===== config.mk =====
export PLATFORM = sky130hd
export DESIGN_NAME = i2c_burst_slave
export DESIGN_NICKNAME = d
export VERILOG_FILES = /design/src/rtl/i2c_burst_pkg.sv /design/src/rtl/i2c_burst_sync.sv /design/src/rtl/i2c_burst_cond.sv /design/src/rtl/i2c_burst_ctrl.sv /design/src/rtl/i2c_burst_slave.sv
export SDC_FILE = /design/constraint.sdc
export NUM_CORES = 1
export LEC_CHECK = 0
export CAP_MARGIN = 20
export CORE_AREA = 5 5 78 73
export DETAILED_ROUTE_END_ITERATION = 12
export DIE_AREA = 0 0 83 78
export PLACE_DENSITY_LB_ADDON = 0.08
export SLEW_MARGIN = 40
export SYNTH_ARGS = -nofsm -noshare
export SYNTH_HDL_FRONTEND = slang
export SYNTH_SLANG_ARGS = --single-unit
export TNS_END_PERCENT = 50

===== constraint.sdc =====
create_clock -name clk -period 2.7 [get_ports clk]
set_clock_uncertainty 0.15 [all_clocks]
set_input_delay 0.81 -clock clk [delete_from_list [all_inputs] [get_ports clk]]
set_output_delay 0.81 -clock clk [all_outputs]
set_load 0.01 [all_outputs]

===== src/rtl/i2c_burst_pkg.sv =====
`timescale 1ns/1ps
package i2c_burst_pkg;
    localparam int BYTE_W = 8;
    localparam int DATA_W = 12;
    localparam int CHAN_W = 6;
    localparam int REG_W  = 2;
    localparam int CNT_W  = 4;

    localparam logic [4:0]        ADDR_FIXED = 5'b10101;
    localparam logic [BYTE_W-1:0] BURST_PTR  = 8'hFF;

    typedef enum logic [2:0] {
        PH_IDLE,
        PH_ADDR,
        PH_PTR,
        PH_DHI,
        PH_DLO,
        PH_SKIP
    } phase_e;

    typedef struct packed {
        logic [CHAN_W-1:0] chan;
        logic [REG_W-1:0]  regsel;
        logic [DATA_W-1:0] data;
    } dac_cmd_t;

    // hi6 = {regsel[1:0], data[11:8]}
    function automatic dac_cmd_t build_cmd(input logic [CHAN_W-1:0] chan,
                                           input logic [5:0]        hi6,
                                           input logic [BYTE_W-1:0] lo);
        dac_cmd_t c;
        c.chan   = chan;
        c.regsel = hi6[5:4];
        c.data   = {hi6[3:0], lo};
        return c;
    endfunction

    function automatic logic addr_hit(input logic [BYTE_W-1:0] b,
                                      input logic [1:0]        pins);
        return (b[7:1] == {ADDR_FIXED, pins}) && !b[0];
    endfunction
endpackage


===== src/rtl/i2c_burst_sync.sv =====
`timescale 1ns/1ps
module i2c_burst_sync #(
    parameter int          WIDTH  = 2,
    parameter int          STAGES = 2,
    parameter logic [WIDTH-1:0] INIT = '1
) (
    input  logic             clk,
    input  logic             rst,
    input  logic [WIDTH-1:0] d,
    output logic [WIDTH-1:0] q
);
    logic [WIDTH-1:0] stage [STAGES];

    generate
        for (genvar s = 0; s < STAGES; s++) begin : g_stage
            if (s == 0) begin : g_first
                always_ff @(posedge clk) begin
                    if (rst) stage[0] <= INIT;
                    else     stage[0] <= d;
                end
            end else begin : g_next
                always_ff @(posedge clk) begin
                    if (rst) stage[s] <= INIT;
                    else     stage[s] <= stage[s-1];
                end
            end
        end
    endgenerate

    assign q = stage[STAGES-1];
endmodule


===== src/rtl/i2c_burst_cond.sv =====
`timescale 1ns/1ps
module i2c_burst_cond (
    input  logic clk,
    input  logic rst,
    input  logic scl_s,
    input  logic sda_s,
    output logic scl_rise,
    output logic scl_fall,
    output logic start_det,
    output logic stop_det
);
    logic scl_d, sda_d;

    always_ff @(posedge clk) begin
        if (rst) begin
            scl_d <= 1'b1;
            sda_d <= 1'b1;
        end else begin
            scl_d <= scl_s;
            sda_d <= sda_s;
        end
    end

    assign scl_rise  = scl_s && !scl_d;
    assign scl_fall  = !scl_s && scl_d;
    assign start_det = scl_s && scl_d && sda_d && !sda_s;
    assign stop_det  = scl_s && scl_d && !sda_d && sda_s;
endmodule


===== src/rtl/i2c_burst_ctrl.sv =====
`timescale 1ns/1ps
module i2c_burst_ctrl
    import i2c_burst_pkg::*;
#(
    parameter int LAST_CHAN = 39
) (
    input  logic      clk,
    input  logic      rst,
    input  logic      sda_s,
    input  logic      scl_rise,
    input  logic      scl_fall,
    input  logic      start_det,
    input  logic      stop_det,
    input  logic [1:0] addr_pins,
    output logic      ack_drive,
    output logic      cmd_v,
    output dac_cmd_t  cmd
);
    localparam logic [CHAN_W-1:0] LAST_C   = CHAN_W'(LAST_CHAN);
    localparam logic [CNT_W-1:0]  CNT_DEC  = CNT_W'(BYTE_W);
    localparam logic [CNT_W-1:0]  CNT_ACK  = CNT_W'(BYTE_W + 1);

    phase_e             phase;
    logic [CNT_W-1:0]   bit_cnt;
    logic [BYTE_W-1:0]  shreg;
    logic [5:0]         hi_q;
    logic [CHAN_W-1:0]  chan_q;
    logic               burst_q;
    logic               ack_q;
    logic               cmd_v_q;
    dac_cmd_t           cmd_q;

    always_ff @(posedge clk) begin
        if (rst) begin
            phase   <= PH_IDLE;
            bit_cnt <= '0;
            shreg   <= '0;
            hi_q    <= '0;
            chan_q  <= '0;
            burst_q <= 1'b0;
            ack_q   <= 1'b0;
            cmd_v_q <= 1'b0;
            cmd_q   <= '0;
        end else begin
            cmd_v_q <= 1'b0;
            if (start_det) begin
                phase   <= PH_ADDR;
                bit_cnt <= '0;
                ack_q   <= 1'b0;
                burst_q <= 1'b0;
            end else if (stop_det) begin
                phase   <= PH_IDLE;
                bit_cnt <= '0;
                ack_q   <= 1'b0;
                burst_q <= 1'b0;
            end else if (scl_rise && bit_cnt < CNT_DEC) begin
                shreg   <= {shreg[BYTE_W-2:0], sda_s};
                bit_cnt <= bit_cnt + 1'b1;
            end else if (scl_fall && bit_cnt == CNT_DEC) begin
                bit_cnt <= CNT_ACK;
                unique case (phase)
                    PH_ADDR: begin
                        if (addr_hit(shreg, addr_pins)) begin
                            ack_q <= 1'b1;
                            phase <= PH_PTR;
                        end else begin
                            phase <= PH_SKIP;
                        end
                    end
                    PH_PTR: begin
                        ack_q <= 1'b1;
                        phase <= PH_DHI;
                        if (shreg == BURST_PTR) begin
                            burst_q <= 1'b1;
                            chan_q  <= '0;
                        end else begin
                            burst_q <= 1'b0;
                            chan_q  <= shreg[CHAN_W-1:0];
                        end
                    end
                    PH_DHI: begin
                        ack_q <= 1'b1;
                        hi_q  <= {shreg[7:6], shreg[3:0]};
                        phase <= PH_DLO;
                    end
                    PH_DLO: begin
                        ack_q   <= 1'b1;
                        cmd_q   <= build_cmd(chan_q, hi_q, shreg);
                        cmd_v_q <= 1'b1;
                        if (burst_q && chan_q != LAST_C) begin
                            chan_q <= chan_q + 1'b1;
                            phase  <= PH_DHI;
                        end else begin
                            burst_q <= 1'b0;
                            phase   <= PH_PTR;
                        end
                    end
                    default: ack_q <= 1'b0;
                endcase
            end else if (scl_fall && bit_cnt == CNT_ACK) begin
                ack_q   <= 1'b0;
                bit_cnt <= '0;
            end
        end
    end

    assign ack_drive = ack_q;
    assign cmd_v     = cmd_v_q;
    assign cmd       = cmd_q;
endmodule


===== src/rtl/i2c_burst_slave.sv =====
`timescale 1ns/1ps
module i2c_burst_slave
    import i2c_burst_pkg::*;
#(
    parameter int SYNC_STAGES = 2,
    parameter int LAST_CHAN   = 39
) (
    input  logic              clk,
    input  logic              rst,
    input  logic              scl_i,
    input  logic              sda_i,
    input  logic [1:0]        addr_pins,
    output logic              sda_drive_low,
    output logic              cmd_valid,
    output logic [CHAN_W-1:0] cmd_chan,
    output logic [REG_W-1:0]  cmd_reg,
    output logic [DATA_W-1:0] cmd_data
);
    logic [1:0] bus_s;
    logic       scl_rise, scl_fall, start_det, stop_det;
    dac_cmd_t   cmd;

    i2c_burst_sync #(.WIDTH(2), .STAGES(SYNC_STAGES), .INIT(2'b11)) u_sync (
        .clk (clk),
        .rst (rst),
        .d   ({scl_i, sda_i}),
        .q   (bus_s)
    );

    i2c_burst_cond u_cond (
        .clk       (clk),
        .rst       (rst),
        .scl_s     (bus_s[1]),
        .sda_s     (bus_s[0]),
        .scl_rise  (scl_rise),
        .scl_fall  (scl_fall),
        .start_det (start_det),
        .stop_det  (stop_det)
    );

    i2c_burst_ctrl #(.LAST_CHAN(LAST_CHAN)) u_ctrl (
        .clk       (clk),
        .rst       (rst),
        .sda_s     (bus_s[0]),
        .scl_rise  (scl_rise),
        .scl_fall  (scl_fall),
        .start_det (start_det),
        .stop_det  (stop_det),
        .addr_pins (addr_pins),
        .ack_drive (sda_drive_low),
        .cmd_v     (cmd_valid),
        .cmd       (cmd)
    );

    assign cmd_chan = cmd.chan;
    assign cmd_reg  = cmd.regsel;
    assign cmd_data = cmd.data;
endmodule


==> results of run 1 <==
==> per-layer routing <==
metal,share of wire (%),track usage [%],up-vias
li1,-,-,1026
met5,0,0,-
met1,46,20.7,912
met2,45,25.2,69
met4,1.7,5.39,0
met3,6.9,4.87,8
==> area by class of cell <==
class                           instances  area [um2]  share of cell area [%]
Multi-Input combinational cell        209        1170                    41.8
Sequential cell                        56        1120                    40.1
Timing Repair Buffer                   31         313                    11.2
Clock buffer                            6        82.6                    2.95
Tap cell                               65        81.3                    2.91
Inverter                                6        22.5                   0.805
Clock inverter                          1        8.76                   0.313
==> worst paths after layout <==
check | end | cells past startpoint
setup / recovery | cmd_data[4] | 1
hold / removal | u_sync.stage[1][0]$_SDFF_PP1_ | 1
setup reg to reg | u_ctrl.chan_q[0]$_SDFFE_PP0P_ | 6
hold reg to reg | u_sync.stage[1][0]$_SDFF_PP1_ | 1
==> through the flow <==
step | worst slack [ps] | hold WS [ps] | util, % | cells
after floorplan | 753 | 239 | - | 292
after global placement | 270 | 241 | 57.1 | 367
after detailed placement | 241 | 249 | 57.1 | 367
after CTS | 518 | 270 | 59.0 | 374
after global routing | 464 | 285 | 59.0 | 374
final | 538 | 267 | 59.0 | 374
==> power groups by stage <==
stage | Clock (mW) | Sequential, mW | Combinational [mW]
after floorplan | 0 | 0.854 | 0.0312
after global placement | 0 | 0.856 | 0.0461
after detailed placement | 0 | 0.856 | 0.0461
after CTS | 0.478 | 0.837 | 0.0464
after global routing | 0.508 | 0.838 | 0.0512
final | 0.460 | 0.837 | 0.0460
==> cells in the final DEF (no fill, tap or decap), types with 3 or more instances in the layout <==
master                            count
sky130_fd_sc_hd__a21oi_1             41
sky130_fd_sc_hd__a31oi_1              6
sky130_fd_sc_hd__and3_1               3
sky130_fd_sc_hd__buf_4                3
sky130_fd_sc_hd__clkbuf_8             6
sky130_fd_sc_hd__clkdlybuf4s50_1     27
sky130_fd_sc_hd__dfxtp_1             56
sky130_fd_sc_hd__ha_1                 4
sky130_fd_sc_hd__inv_1                5
sky130_fd_sc_hd__mux2i_1              8
sky130_fd_sc_hd__nand2_1             68
sky130_fd_sc_hd__nand3_1              6
sky130_fd_sc_hd__nor2_1              20
sky130_fd_sc_hd__nor3_1               6
sky130_fd_sc_hd__o21ai_0              3
sky130_fd_sc_hd__or2_2                7
sky130_fd_sc_hd__xnor2_1              4
sky130_fd_sc_hd__xor2_1               3
==> cell families after synthesis <==
group / synth area share, %
buffers and inverters: 5.47
adders and majority gates: 2.07
DFF: 46.3
muxes: 3.30
xor gates and xnor gates: 2.53
and+or+nand+nor: 23.9
AOI/OAI and AO/OA: 16.5
==> impl_metrics.prom, run 1 <==
# TYPE chip_impl_metric gauge
chip_impl_info{name="synth_top_area_cell",value="sky130_fd_sc_hd__dfxtp_1"} 1
chip_impl_metric{name="combinational_group_share_of_total_power",unit="%"} 3.4
chip_impl_metric{name="totalPowerFinal",unit="mW"} 1.34
chip_impl_metric{name="routabilityCongestion",unit=""} 0.793
chip_impl_metric{name="syn-mean-instance-area",unit="um2"} 8.30
chip_impl_metric{name="power.share.switching",unit="%"} 21.3
chip_impl_metric{name="global_route.overflow_total",unit=""} 0
chip_impl_metric{name="synth.ff_latch_count",unit=""} 56
chip_impl_metric{name="first_pass_iters",unit=""} 4
chip_impl_info{name="critPathLaunchType",value="flop"} 1
chip_impl_metric{name="placed_inst_area",unit="um2"} 2710
chip_impl_metric{name="hold_violations",unit=""} 0
chip_impl_metric{name="post_drt_via_cell_ratio",unit=""} 5.39
chip_impl_metric{name="num-nets-final",unit=""} 319
chip_impl_metric{name="slew_viol_final",unit=""} 0
chip_impl_metric{name="post_cts_hold_buffer_count",unit=""} 0
chip_impl_metric{name="insertedDiodeCount",unit=""} 0
chip_impl_metric{name="area_growth",unit="%"} 15.5
chip_impl_metric{name="clk_pin_slew",unit="ps"} 90
chip_impl_metric{name="vdd.ir_drop.worst",unit="V"} 0.000364
chip_impl_metric{name="stage_delay_of_the_slowest_cell_on_the_critical_path",unit="ps"} 540
chip_impl_metric{name="ys_types",unit=""} 46
chip_impl_info{name="hp-start",value="u_sync.stage[0][0]$_SDFF_PP1_"} 1
chip_impl_metric{name="routed-via-count",unit=""} 2015
chip_impl_metric{name="row_count",unit=""} 24
chip_impl_info{name="synth_ff_type",value="sky130_fd_sc_hd__dfxtp_1"} 1
chip_impl_info{name="run_status",value="finished, final reports clean"} 1
chip_impl_metric{name="seqPwrFrac",unit="%"} 62.3
chip_impl_metric{name="first_pass_grt_wire_length",unit="mm"} 8.47
chip_impl_metric{name="timing.final.setup_violations",unit=""} 0
chip_impl_metric{name="drtIter0Drc",unit=""} 120
chip_impl_metric{name="die_x",unit="um"} 83
chip_impl_metric{name="synth.yosys.seq_area_share",unit="%"} 46.3
chip_impl_metric{name="dp_hpwl",unit="mm"} 3.38
chip_impl_metric{name="drc_errors",unit=""} 0
chip_impl_metric{name="synthesis.instances",unit=""} 292
chip_impl_info{name="synth.area.top_cells",value="sky130_fd_sc_hd__dfxtp_1 (46%), sky130_fd_sc_hd__nand2_1 (11%), sky130_fd_sc_hd__a21oi_1 (8.5%)"} 1
chip_impl_metric{name="port-buffer-count",unit=""} 27
chip_impl_info{name="cpMaxStageDelayCell",value="sky130_fd_sc_hd__clkdlybuf4s50_1"} 1
chip_impl_metric{name="final_layout_size_suffix_gt1_share",unit="%"} 8.41
chip_impl_metric{name="finalSetupTns",unit="ps"} 0
chip_impl_metric{name="proportion_of_synthesized_flip_flops_having_asynchronous_set_or_reset",unit="%"} 0
chip_impl_info{name="timing.hold.worst.class",value="flop to flop"} 1
chip_impl_metric{name="core",unit="um2"} 4740
chip_impl_metric{name="synth-edff-count",unit=""} 0
chip_impl_metric{name="cts.sinks",unit=""} 56
chip_impl_metric{name="grt_antenna_before_repair",unit=""} 0
chip_impl_metric{name="max_slew.worst_pin.slew",unit="ps"} 418
chip_impl_metric{name="detail-route-antenna-nets",unit=""} 0
chip_impl_metric{name="power-per-cell-area",unit="nW/um2"} 480
chip_impl_info{name="crit_start",value="u_ctrl.cmd[4]$_SDFFE_PP0P_"} 1
chip_impl_metric{name="grt_start_max_net_pins",unit=""} 48
chip_impl_metric{name="crit_buf_inv",unit=""} 1
chip_impl_metric{name="start_util",unit="%"} 51.1
chip_impl_info{name="post-synth-top-count-cell",value="sky130_fd_sc_hd__nand2_1"} 1
chip_impl_metric{name="clock_insertion_delay_at_the_later_pin_of_the_skew_report",unit="ps"} 310
chip_impl_metric{name="worst_ep_required_time",unit="ps"} 1740
chip_impl_metric{name="max_cap_viol",unit=""} 0
chip_impl_info{name="synth.cells.most_frequent",value="sky130_fd_sc_hd__nand2_1 (68), sky130_fd_sc_hd__dfxtp_1 (56), sky130_fd_sc_hd__a21oi_1 (41)"} 1
chip_impl_metric{name="timing.final.crit_share",unit="%"} 80.1
chip_impl_metric{name="die_y",unit="um"} 78
chip_impl_metric{name="power.clock.fraction",unit="%"} 34.2
chip_impl_metric{name="final_cell_area",unit="um2"} 2800
chip_impl_metric{name="num_io_pins",unit=""} 28
chip_impl_metric{name="mappedNetlistArea",unit="um2"} 2420
chip_impl_metric{name="postCtsSetupRepairBufs",unit=""} 0
chip_impl_info{name="rsz0062_at_grt",value="no"} 1
chip_impl_metric{name="cellInternalPower",unit="mW"} 1.06
chip_impl_metric{name="vias_in_the_first_global_route",unit=""} 1806
chip_impl_metric{name="clock_path_buffers",unit=""} 2
chip_impl_metric{name="route.final.wire_length",unit="mm"} 5.03
chip_impl_metric{name="yosysWarningCount",unit=""} 0
chip_impl_metric{name="cp.arrival",unit="ps"} 1200
chip_impl_info{name="critical_path.cell_chain",value="clkdlybuf4s50_1"} 1
chip_impl_metric{name="htreeDepth",unit=""} 2
chip_impl_metric{name="fp.dieArea",unit="um2"} 6470
chip_impl_metric{name="timing.reg2reg.setup_slack",unit="ps"} 680
chip_impl_metric{name="fillCellCount",unit=""} 456
chip_impl_info{name="critPathCaptureType",value="primary output"} 1
chip_impl_metric{name="p_leak",unit="nW"} 0.988
chip_impl_metric{name="achievable-frequency",unit="MHz"} 463
chip_impl_metric{name="p_switching",unit="mW"} 0.287
chip_impl_metric{name="grt_util_all_layers",unit="%"} 15.9
chip_impl_info{name="cts.root.buffer_cell",value="sky130_fd_sc_hd__clkbuf_8"} 1
chip_impl_info{name="regToRegStartpoint",value="u_ctrl.chan_q[0]$_SDFFE_PP0P_"} 1
chip_impl_metric{name="worst_path_max_fanout",unit=""} 2
chip_impl_metric{name="finalWorstPathRequiredPeriod",unit="ps"} 2160
chip_impl_metric{name="wl_per_cell",unit="um"} 13.4
chip_impl_info{name="path_delay_family",value="buffers and inverters"} 1
chip_impl_metric{name="mappedNetlistNets",unit=""} 302
chip_impl_metric{name="synth.top_cell.area_share",unit="%"} 46.3
chip_impl_info{name="timing.setup.critical_path_class",value="flop to primary output"} 1
chip_impl_metric{name="max-slew-margin-rel",unit="%"} 71.9
chip_impl_info{name="clock_tree_from_tritoncts",value="done"} 1
chip_impl_metric{name="tritoncts.num_buffers",unit=""} 5
chip_impl_metric{name="largest_register_ffs",unit=""} 20
chip_impl_metric{name="cts-resized-gates",unit=""} 0
Note: power is estimated with default switching activity, not from simulation.
==> run 2, diff against run 1 <==
Settings changed: CORE_AREA 5 5 78 73 to 5 5 80 75, DIE_AREA 0 0 83 78 to 0 0 85 80.
Clock period 2.7 ns to 1.77 ns, I/O delays scaled along.
==> impl_metrics.prom, run 2 (same netlist as run 1, synthesis figures left out) <==
# TYPE chip_impl_metric gauge
chip_impl_info{name="run_status",value="finished, final reports clean"} 1
chip_impl_metric{name="power.clock.fraction",unit="%"} 33.8
chip_impl_metric{name="power.share.switching",unit="%"} 22.7
chip_impl_info{name="rsz0062_at_grt",value="yes"} 1
chip_impl_metric{name="num-nets-final",unit=""} 366
chip_impl_metric{name="port-buffer-count",unit=""} 27
chip_impl_metric{name="placed_inst_area",unit="um2"} 3070
chip_impl_metric{name="start_util",unit="%"} 47.8
chip_impl_metric{name="hold_violations",unit=""} 0
chip_impl_metric{name="timing.final.crit_share",unit="%"} 95.7
chip_impl_metric{name="drc_errors",unit=""} 0
chip_impl_metric{name="clock_path_buffers",unit=""} 2
chip_impl_metric{name="first_pass_iters",unit=""} 4
chip_impl_info{name="worstReg2RegEnd",value="u_ctrl.phase[0]$_SDFFE_PP0P_"} 1
chip_impl_metric{name="max_slew.worst_pin.slew",unit="ps"} 479
chip_impl_metric{name="final_cell_area",unit="um2"} 3260
chip_impl_metric{name="combinational_group_share_of_total_power",unit="%"} 4.6
chip_impl_info{name="critPathLaunchType",value="flop"} 1
chip_impl_metric{name="global_route.overflow_total",unit=""} 0
chip_impl_metric{name="die_y",unit="um"} 80
chip_impl_metric{name="max_cap_viol",unit=""} 0
chip_impl_info{name="timing.hold.worst.class",value="flop to flop"} 1
chip_impl_info{name="critPathCaptureType",value="flop"} 1
chip_impl_metric{name="worst_path_max_fanout",unit=""} 2
chip_impl_info{name="hp-start",value="u_sync.stage[0][0]$_SDFF_PP1_"} 1
chip_impl_metric{name="first_pass_grt_wire_length",unit="mm"} 9.76
chip_impl_metric{name="vdd.ir_drop.worst",unit="V"} 0.000462
chip_impl_metric{name="stage_delay_of_the_slowest_cell_on_the_critical_path",unit="ps"} 350
chip_impl_metric{name="area_growth",unit="%"} 34.6
chip_impl_info{name="final_common_cell",value="sky130_fd_sc_hd__nand2_1"} 1
chip_impl_metric{name="seqPwrFrac",unit="%"} 61.6
chip_impl_metric{name="grt_antenna_before_repair",unit=""} 0
chip_impl_info{name="final_cell_mix",value="sky130_fd_sc_hd__nand2_1 (66), sky130_fd_sc_hd__dfxtp_1 (48), sky130_fd_sc_hd__buf_4 (46), sky130_fd_sc_hd__a21oi_1 (41), sky130_fd_sc_hd__dlygate4sd2_1 (22)"} 1
chip_impl_metric{name="crit_buf_inv",unit=""} 1
chip_impl_metric{name="worst_ep_required_time",unit="ps"} 1830
chip_impl_metric{name="grt_start_max_net_pins",unit=""} 22
chip_impl_metric{name="cts.sinks",unit=""} 56
chip_impl_metric{name="fp.dieArea",unit="um2"} 6800
chip_impl_metric{name="routabilityCongestion",unit=""} 0.788
chip_impl_metric{name="clock_insertion_delay_at_the_later_pin_of_the_skew_report",unit="ps"} 310
chip_impl_metric{name="clk_pin_slew",unit="ps"} 100
chip_impl_metric{name="post_drt_via_cell_ratio",unit=""} 5.16
chip_impl_metric{name="timing.final.setup_violations",unit=""} 0
chip_impl_metric{name="row_count",unit=""} 25
chip_impl_metric{name="p_switching",unit="mW"} 0.469
chip_impl_metric{name="drtIter0Drc",unit=""} 100
chip_impl_metric{name="routed-via-count",unit=""} 2189
chip_impl_metric{name="finalSetupTns",unit="ps"} 0
chip_impl_metric{name="timing.reg2reg.setup_slack",unit="ps"} 80
chip_impl_info{name="regToRegStartpoint",value="u_ctrl.chan_q[1]$_SDFFE_PP0P_"} 1
chip_impl_metric{name="insertedDiodeCount",unit=""} 0
chip_impl_metric{name="dp_hpwl",unit="mm"} 3.99
chip_impl_info{name="critical_path.cell_chain",value="ha_4, and2_4, buf_4, nand3_1, a21oi_1, a211o_1, a2111oi_2"} 1
chip_impl_info{name="path_delay_family",value="compound AO/OA/AOI/OAI gates"} 1
chip_impl_metric{name="achievable-frequency",unit="MHz"} 591
chip_impl_info{name="clock_tree_from_tritoncts",value="done"} 1
chip_impl_metric{name="worst_r2r_path_depth",unit=""} 7
chip_impl_metric{name="final_core_utilization",unit="%"} 64.4
chip_impl_metric{name="finalWorstPathRequiredPeriod",unit="ps"} 1690
chip_impl_metric{name="cellInternalPower",unit="mW"} 1.60
chip_impl_info{name="cts.root.buffer_cell",value="sky130_fd_sc_hd__clkbuf_8"} 1
chip_impl_metric{name="htreeDepth",unit=""} 2
chip_impl_metric{name="p_leak",unit="nW"} 1.38
chip_impl_metric{name="grt_util_all_layers",unit="%"} 17.6
chip_impl_metric{name="power-per-cell-area",unit="nW/um2"} 633
chip_impl_info{name="min_to",value="u_sync.stage[1][0]$_SDFF_PP1_"} 1
chip_impl_metric{name="die_x",unit="um"} 85
chip_impl_metric{name="slew_viol_final",unit=""} 0
chip_impl_metric{name="largest_register_ffs",unit=""} 20
chip_impl_info{name="timing.setup.critical_path_class",value="flop to flop"} 1
chip_impl_metric{name="num_io_pins",unit=""} 28
chip_impl_info{name="cpMaxStageDelayCell",value="sky130_fd_sc_hd__dfxtp_2"} 1
chip_impl_metric{name="placedCellCount",unit=""} 415
chip_impl_metric{name="tritoncts.num_buffers",unit=""} 5
chip_impl_metric{name="fillCellCount",unit=""} 462
chip_impl_metric{name="final_layout_size_suffix_gt1_share",unit="%"} 26.9
chip_impl_metric{name="vias_in_the_first_global_route",unit=""} 2101
chip_impl_metric{name="max-slew-margin-rel",unit="%"} 68.0
chip_impl_metric{name="wl_per_cell",unit="um"} 13.1
chip_impl_metric{name="core",unit="um2"} 5070
chip_impl_metric{name="detail-route-antenna-nets",unit=""} 0
chip_impl_metric{name="post_layout_nonfiller_instances",unit=""} 424
chip_impl_metric{name="worstHoldPathCells",unit=""} 1
chip_impl_metric{name="cp.arrival",unit="ps"} 1750
chip_impl_metric{name="route.final.wire_length",unit="mm"} 5.57
-- run 2: cell count changes in the layout (fill, tap and decap cells not counted), sizes merged --
cell / previous run / this run
dlygate4sd2: 0 / 22
clkdlybuf4s50: 27 / 3
buf: 4 / 50
clkbuf: 6 / 7
dlymetal6s2s: 0 / 2
inv: 6 / 7
-- run 2: metrics by stage --
| step | worst slack (ps) | hold slack, ps | power (mW) |
|---|---|---|---|
| final | 76.6 | 267 | 2.06 |
| after global routing | -6.07 | 291 | 2.15 |
| after CTS | -102 | 268 | 2.09 |
| after detailed placement | -423 | 244 | 1.40 |
| after global placement | -380 | 242 | 1.40 |
| after floorplan | 12.1 | 239 | 1.35 |
-- run 2: final cells by class --
type,count,area (um2),area share (%)
clock inverter,2,13.8,0.422
timing repair buffer,78,689,21.1
inverter,6,22.5,0.690
sequential,56,1130,34.7
tap,67,83.8,2.57
clock buffer,6,72.6,2.22
multi-input combinational,209,1250,38.2
-- run 2: worst max-delay path by stage --
stage / depth (start not counted) / startpoint / slack (ps) / end
after global placement: 6 / addr_pins[1] / -380 / u_ctrl.phase[0]$_SDFFE_PP0P_
after floorplan: 6 / u_ctrl.chan_q[0]$_SDFFE_PP0P_ / 10 / u_ctrl.chan_q[0]$_SDFFE_PP0P_
after global routing: 7 / u_ctrl.chan_q[1]$_SDFFE_PP0P_ / -6 / u_ctrl.phase[0]$_SDFFE_PP0P_
final: 7 / u_ctrl.chan_q[1]$_SDFFE_PP0P_ / 80 / u_ctrl.phase[0]$_SDFFE_PP0P_
after CTS: 7 / u_ctrl.chan_q[0]$_SDFFE_PP0P_ / -100 / u_ctrl.phase[0]$_SDFFE_PP0P_
after detailed placement: 6 / addr_pins[1] / -420 / u_ctrl.phase[0]$_SDFFE_PP0P_
-- run 2: power groups by stage --
| stage | registers, mW | logic, mW | clock network [mW] |
|---|---|---|---|
| after floorplan | 1.30 | 0.0476 | 0 |
| after global placement | 1.30 | 0.0939 | 0 |
| after detailed placement | 1.30 | 0.0953 | 0 |
| after CTS | 1.27 | 0.0955 | 0.721 |
| after global routing | 1.27 | 0.104 | 0.776 |
| final | 1.27 | 0.0949 | 0.698 |
-- run 2: timing repair --
action | CTS | global route
buffers inserted | 0 | 0
pin swaps | 2 | 8
hold endpoints to repair | 0 | 0
hold buffers | 0 | 0
gates resized for setup | 27 | 29
setup endpoints to repair | 29 | 29
gates cloned | 0 | 1
-- run 2: routing by layer --
metal,wire length (um),track usage (%),vias to the layer above
met4,57,4.27,0
met3,217,3.61,4
met1,2700,23.8,1027
met5,0,0,-
met2,2590,28.6,36
li1,-,-,1122
